==> config.mk <==
export PLATFORM = sky130hd
export DESIGN_NAME = elem_remap
export DESIGN_NICKNAME = d
export VERILOG_FILES = /design/src/rtl/remap_pkg.sv /design/src/rtl/remap_step_ctr.sv /design/src/rtl/remap_order.sv /design/src/rtl/remap_coord.sv /design/src/rtl/elem_remap.sv
export SDC_FILE = /design/constraint.sdc
export NUM_CORES = 1
export LEC_CHECK = 0
export BUFFER_PORTS_ARGS = -buffer_cell sky130_fd_sc_hd__buf_2
export CORE_MARGIN = 4
export CORE_UTILIZATION = 40
export CTS_BUF_LIST = sky130_fd_sc_hd__clkbuf_16
export CTS_CLUSTER_SIZE = 20
export DETAILED_ROUTE_END_ITERATION = 7
export PLACE_DENSITY = 0.55
export SETUP_SLACK_MARGIN = 0.4
export SYNTH_ARGS = -nofsm -noshare
export SYNTH_HDL_FRONTEND = slang
export SYNTH_SLANG_ARGS = --single-unit
export TNS_END_PERCENT = 30
==> constraint.sdc <==
create_clock -name clk -period 176 [get_ports clk]
set_clock_uncertainty 0.05 [all_clocks]
set_input_delay 0 -clock clk [delete_from_list [all_inputs] [get_ports clk]]
set_output_delay 0 -clock clk [all_outputs]
set_load 0.01 [all_outputs]
==> src/rtl/remap_pkg.sv <==
// Shared types for the element index remapper.
// Assumes three dimensions, named x, y and z.
package remap_pkg;

    typedef enum logic [1:0] {
        AX_X = 2'd0,
        AX_Y = 2'd1,
        AX_Z = 2'd2
    } axis_e;

    // Loop nesting, listed from the innermost loop to the outermost.
    typedef struct packed {
        axis_e inner;
        axis_e middle;
        axis_e outer;
    } nest_t;

    // Turns a permutation code into a nesting. Unused codes fall back to x,y,z.
    function automatic nest_t decode_order(input logic [2:0] code);
        nest_t n;
        case (code)
            3'b001:  n = '{inner: AX_X, middle: AX_Z, outer: AX_Y};
            3'b010:  n = '{inner: AX_Y, middle: AX_X, outer: AX_Z};
            3'b011:  n = '{inner: AX_Y, middle: AX_Z, outer: AX_X};
            3'b100:  n = '{inner: AX_Z, middle: AX_X, outer: AX_Y};
            3'b101:  n = '{inner: AX_Z, middle: AX_Y, outer: AX_X};
            default: n = '{inner: AX_X, middle: AX_Y, outer: AX_Z};
        endcase
        return n;
    endfunction

endpackage

==> src/rtl/remap_step_ctr.sv <==
// Step counter for the remapper. It loads a step for a restart or advances
// by one, and it raises fire_o for one cycle after each request.
// Assumes load has priority over advance. The counter wraps at 2**STEP_W.
module remap_step_ctr #(
    parameter int STEP_W = 10
) (
    input  logic              clk,
    input  logic              rst_n,
    input  logic              load_i,
    input  logic              adv_i,
    input  logic [STEP_W-1:0] load_step_i,
    output logic [STEP_W-1:0] step_o,
    output logic              fire_o
);

    // Update the step and note that a request was taken.
    always_ff @(posedge clk) begin
        if (!rst_n) begin
            step_o <= '0;
            fire_o <= 1'b0;
        end else begin
            fire_o <= load_i | adv_i;
            if (load_i)
                step_o <= load_step_i;
            else if (adv_i)
                step_o <= step_o + STEP_W'(1);
        end
    end


    step_load_chk: assert property (@(posedge clk) disable iff (!rst_n)
        load_i |=> step_o == $past(load_step_i));


    step_adv_chk: assert property (@(posedge clk) disable iff (!rst_n)
        (adv_i && !load_i) |=> step_o == $past(step_o) + STEP_W'(1));


    fire_set_chk: assert property (@(posedge clk) disable iff (!rst_n)
        (load_i || adv_i) |=> fire_o);


    fire_idle_chk: assert property (@(posedge clk) disable iff (!rst_n)
        !(load_i || adv_i) |=> !fire_o);

endmodule

==> src/rtl/remap_order.sv <==
// Orders the three dimension sizes from the innermost loop to the
// outermost, as the permutation code selects, and exports the nesting.
// Assumes each size field holds the size minus one.
module remap_order
    import remap_pkg::*;
#(
    parameter int DIM_W  = 3,
    localparam int SIZE_W = DIM_W + 1
) (
    input  logic [DIM_W-1:0]       xdim_i,
    input  logic [DIM_W-1:0]       ydim_i,
    input  logic [DIM_W-1:0]       zdim_i,
    input  logic [2:0]             perm_i,
    output nest_t                  nest_o,
    output logic [2:0][SIZE_W-1:0] sizes_o
);

    logic [SIZE_W-1:0] xsz, ysz, zsz;

    // Expand each stored field into a real size.
    always_comb begin
        xsz = {1'b0, xdim_i} + SIZE_W'(1);
        ysz = {1'b0, ydim_i} + SIZE_W'(1);
        zsz = {1'b0, zdim_i} + SIZE_W'(1);
    end

    assign nest_o = decode_order(perm_i);

    // Pick the size of each loop level, level 0 being the innermost.
    for (genvar lv = 0; lv < 3; lv++) begin : g_level
        axis_e ax;
        assign ax = (lv == 0) ? nest_o.inner :
                    (lv == 1) ? nest_o.middle : nest_o.outer;
        assign sizes_o[lv] = (ax == AX_X) ? xsz :
                             (ax == AX_Y) ? ysz : zsz;
    end

endmodule

==> src/rtl/remap_coord.sv <==
// Folds the step into the shape, splits it into per-level coordinates
// (innermost counting fastest) and rebuilds a row-major element number
// x + X*y + X*Y*z.
// Assumes every size is at least one, so no divisor is zero.
module remap_coord
    import remap_pkg::*;
#(
    parameter int DIM_W  = 3,
    parameter int STEP_W = 10,
    localparam int SIZE_W = DIM_W + 1,
    localparam int TOT_W  = 3 * SIZE_W,
    localparam int CW     = (STEP_W > TOT_W) ? STEP_W : TOT_W
) (
    input  logic [STEP_W-1:0]      step_i,
    input  logic [DIM_W-1:0]       xdim_i,
    input  logic [DIM_W-1:0]       ydim_i,
    input  nest_t                  nest_i,
    input  logic [2:0][SIZE_W-1:0] sizes_i,
    output logic [CW-1:0]          lin_o,
    output logic [CW-1:0]          total_o
);

    logic [CW-1:0] s0, s1, s2, folded, q;
    logic [CW-1:0] c0, c1, c2, cx, cy, cz, xs, ys;

    // Total element count and the step folded into it.
    always_comb begin
        s0      = CW'(sizes_i[0]);
        s1      = CW'(sizes_i[1]);
        s2      = CW'(sizes_i[2]);
        total_o = s0 * s1 * s2;
        folded  = CW'(step_i) % total_o;
    end

    // Split the folded step into the inner, middle and outer counts.
    always_comb begin
        c0 = folded % s0;
        q  = folded / s0;
        c1 = q % s1;
        c2 = q / s1;
    end

    // Route each level count back to its own axis.
    always_comb begin
        cx = '0;
        cy = '0;
        cz = '0;
        case (nest_i.inner)
            AX_X:    cx = c0;
            AX_Y:    cy = c0;
            default: cz = c0;
        endcase
        case (nest_i.middle)
            AX_X:    cx = c1;
            AX_Y:    cy = c1;
            default: cz = c1;
        endcase
        case (nest_i.outer)
            AX_X:    cx = c2;
            AX_Y:    cy = c2;
            default: cz = c2;
        endcase
    end

    // Rebuild the row-major element number, x fastest.
    always_comb begin
        xs    = CW'(xdim_i) + CW'(1);
        ys    = CW'(ydim_i) + CW'(1);
        lin_o = cx + xs * (cy + ys * cz);
    end

endmodule

==> src/rtl/elem_remap.sv <==
// Multi-dimensional element index remapper, top level.
// Stage 1 is the step counter. Stage 2 registers the offset, length-folded
// index and the register-file overrun flag.
// Assumes the configuration is steady while requests are in flight and
// maxlen_i is never zero.
module elem_remap
    import remap_pkg::*;
#(
    parameter int DIM_W  = 3,
    parameter int STEP_W = 10,
    parameter int IDX_W  = 6,
    parameter int REG_W  = 7,
    parameter int NREGS  = 64,
    localparam int SIZE_W = DIM_W + 1,
    localparam int TOT_W  = 3 * SIZE_W,
    localparam int CW     = (STEP_W > TOT_W) ? STEP_W : TOT_W,
    localparam int SUM_W  = ((REG_W > IDX_W) ? REG_W : IDX_W) + 1
) (
    input  logic              clk,
    input  logic              rst_n,
    input  logic              load_i,
    input  logic              advance_i,
    input  logic [STEP_W-1:0] load_step_i,
    input  logic [DIM_W-1:0]  xdim_i,
    input  logic [DIM_W-1:0]  ydim_i,
    input  logic [DIM_W-1:0]  zdim_i,
    input  logic [2:0]        perm_i,
    input  logic [IDX_W-1:0]  offset_i,
    input  logic [IDX_W:0]    maxlen_i,
    input  logic [REG_W-1:0]  base_i,
    output logic [IDX_W-1:0]  idx_o,
    output logic              valid_o,
    output logic              overrun_o
);

    logic [STEP_W-1:0]      step;
    logic                   fire;
    nest_t                  nest;
    logic [2:0][SIZE_W-1:0] sizes;
    logic [CW-1:0]          lin, total;
    logic [CW:0]            shifted, folded;
    logic [IDX_W-1:0]       idx_next;
    logic                   ovr_next;

    remap_step_ctr #(.STEP_W(STEP_W)) u_ctr (
        .clk         (clk),
        .rst_n       (rst_n),
        .load_i      (load_i),
        .adv_i       (advance_i),
        .load_step_i (load_step_i),
        .step_o      (step),
        .fire_o      (fire)
    );

    remap_order #(.DIM_W(DIM_W)) u_order (
        .xdim_i  (xdim_i),
        .ydim_i  (ydim_i),
        .zdim_i  (zdim_i),
        .perm_i  (perm_i),
        .nest_o  (nest),
        .sizes_o (sizes)
    );

    remap_coord #(.DIM_W(DIM_W), .STEP_W(STEP_W)) u_coord (
        .step_i  (step),
        .xdim_i  (xdim_i),
        .ydim_i  (ydim_i),
        .nest_i  (nest),
        .sizes_i (sizes),
        .lin_o   (lin),
        .total_o (total)
    );

    // Add the offset, fold into the vector length, test the register bound.
    always_comb begin
        shifted  = {1'b0, lin} + (CW+1)'(offset_i);
        folded   = (maxlen_i == '0) ? '0 : shifted % (CW+1)'(maxlen_i);
        idx_next = IDX_W'(folded);
        ovr_next = (SUM_W'(base_i) + SUM_W'(idx_next)) > SUM_W'(NREGS - 1);
    end

    // Register the result of a taken request and hold it otherwise.
    always_ff @(posedge clk) begin
        if (!rst_n) begin
            idx_o     <= '0;
            overrun_o <= 1'b0;
            valid_o   <= 1'b0;
        end else begin
            valid_o <= fire;
            if (fire) begin
                idx_o     <= idx_next;
                overrun_o <= ovr_next;
            end
        end
    end


    idx_range_chk: assert property (@(posedge clk) disable iff (!rst_n)
        (valid_o && maxlen_i != '0) |-> ({1'b0, idx_o} < maxlen_i));


    lin_bound_chk: assert property (@(posedge clk) disable iff (!rst_n)
        fire |-> (lin < total));


    valid_follow_chk: assert property (@(posedge clk) disable iff (!rst_n)
        fire |=> valid_o);


    hold_result_chk: assert property (@(posedge clk) disable iff (!rst_n)
        !fire |=> ($stable(idx_o) && $stable(overrun_o) && !valid_o));

endmodule

==> reports/summary.txt <==
CP delay by family, top: compound AO/OA/AOI/OAI gates
Most frequent cells in the layout: nor2_1 (324), ha_1 (312), nand2_1 (277), inv_1 (206), a21oi_1 (197)
Final setup vio count: 0
Vias in the first global route: 22,100
Period Utilization, post-route: 0.518
Routed len/inst: 18.9 µm
Fin Hold WS: 0.0203 ns
Clock-pin slew on the worst setup and hold paths: 0.05 ns
Slew @ Worst Pin: 1.10 ns
Status: finished, final reports clean
Slowest CP cell: a21oi_1
Fin. max-slew vios: 0
DR iter-0 viols: 1,802
Wire length after detailed routing: 71.4 mm
Post-DP HPWL: 59.0 mm
Register Area: 380 µm²
Setup bufs post-CTS: 0
Yosys cell types: 119
Crit Path Category: primary input to flip-flop
Multi-input gate area: 20,300 µm²
CTS root buf: clkbuf_16
Die width: 242 µm
CTS tree: yes
Count of final hold-check violations: 0
EDFF count, synth: 0
Startpoint types: primary input
Tightest Hold Check Type: primary input to flip-flop
Clock sink count: 19
Crit Path Max Fanout: 65
Clock Latency Late Sink: 0.25 ns
Setup WS pre-CTS: 85.97 ns
Synthesized flop and latch total: 19
FILL cells: 5,643
Max Fclk: 11.0 MHz
Layout overhead on the synthesized area: 4.86%
Final net count: 3,521
CP bufs+invs: 25
Global Route Usage Sum: 0.232
CORE AREA: 53,900 µm²
Post-Route Setup TNS: 0 ns
CTS H-tree lvls: 1
Crit. End Element: flip-flop
Via count: 23,100
Avg Inst Size Synth: 7.05 µm²
Ys Warns: 0
Worst EP required: 176.11 ns
Crit-path max cell delay: 0.89 ns
Antenna violations before repair: 0
Grt total ovfl: 0
Crit path top cell by count: o21a_1
Avg Vias per Cell: 6.10
Slew headroom: 0.269
CTS Buf Count: 3
Clock buffer depth: 2
Placement row count: 85
Final worst-path setup slack: 84.84 ns
Port Buffers: 53
DR pass1 iterations: 6
Ys async rst share: 0
# DRC: 0
First-pass GRT wire length: 116 mm
Commonest non-fill, non-tap cell in the layout: nor2_1
Largest net degree at the start of global routing: 66
Finished Cell Area: 22,900 µm²
I/O pin total: 54
Die Ht: 242 µm
Routed Antenna Nets: 0
Mapped Cells: 3,095
Most used DFF post-synth: dfxtp_1
Post-synthesis sequential area ratio: 0.0174
Unrepaired setup endpoints after global routing: false
Routability congestion estimate: 0.905
Max-cap violations: 0
Period minus WS final: 91.16 ns
Area of the mapped netlist: 21,800 µm²
Area after DPL: 22,800 µm²
Worst Path Arrival: 91.27 ns
Layout cells sized above 1: 0.0735
Initial Utilization: 0.405
Full die area: 58,400 µm²
## through the flow
| step | util | cells |
|---|---|---|
| after floorplan | - | 3096 |
| after global placement | 0.423 | 3779 |
| after detailed placement | 0.423 | 3779 |
| after CTS | 0.424 | 3785 |
| after global routing | 0.424 | 3785 |
| final | 0.424 | 3786 |
## registers in the layout, indices dropped and copies added (netlist names)
signal	cells
overrun_o	1
u_ctr.step_o	10
valid_o	1
u_ctr.fire_o	1
idx_o	6
## layout make-up
type	count	area share
Sequential cell	19	0.0166
Tap cell	696	0.0381
Clock buffer	3	0.00328
Multi-Input combinational cell	2777	0.887
Inverter	213	0.0353
Timing Repair Buffer	76	0.0194
Antenna cell	1	0.000109
Clock inverter	1	0.000219
## cell families after synthesis
group,after synthesis,share of synthesized area
other,1,0.000172
multiplexers,91,0.0456
XOR/XNOR,175,0.0716
flip-flops,19,0.0174
AO/OA/AOI/OAI,957,0.302
AND/OR/NAND/NOR,1167,0.263
adder cells (fa/ha/maj),385,0.246
buffers and inverters,300,0.0537
## worst register-to-register path: cells and delay by family, from the launching register on
family / cells / cell delay (ns)
AOI/OAI and AO/OA: 176 / 43.34
xor gates and xnor gates: 6 / 1.17
adders and majority gates: 45 / 15.08
buffers and inverters: 19 / 2.04
DFF: 1 / 0.44
muxes: 9 / 3.28
and+or+nand+nor: 83 / 17.44
## repair_timing
action,4_1_cts,5_1_grt
hold buffers,2,0
endpoints found under the hold margin,2,0
resized for setup,0,0
## synthesized netlist by cell type, types with 65 or more instances
cell type | number | area (µm²)
nor2_1 | 324 | 1220
ha_1 | 312 | 3900
nand2_1 | 277 | 1040
inv_1 | 206 | 773
a21oi_1 | 197 | 986
o21ai_0 | 168 | 841
nor3_1 | 137 | 686
o21a_1 | 110 | 826
xnor2_1 | 105 | 920
fa_1 | 73 | 1460
a21o_1 | 67 | 503
xor2_1 | 67 | 587
clkbuf_1 | 65 | 244
## worst paths after layout
| check | startpoint | to | slack, ns | cells past startpoint |
|---|---|---|---|---|
| max reg2reg | u_ctr.step_o[9] | overrun_o | 93.06 | 338 |
| min | load_step_i[0] | u_ctr.step_o[0] | 0.02 | 4 |
| min reg2reg | idx_o[0] | idx_o[0] | 0.42 | 2 |
| max | perm_i[2] | overrun_o | 84.84 | 363 |
## routing by layer
layer,track usage,wire [µm],share of wire
met1,0.327,33700,0.47
met2,0.405,33600,0.47
met3,0.00942,3230,0.045
met4,0.0309,915,0.013
met5,0,0,0
Power is not shown: default switching activity piles up to over one toggle a cycle in this logic, so the estimate is an artifact.
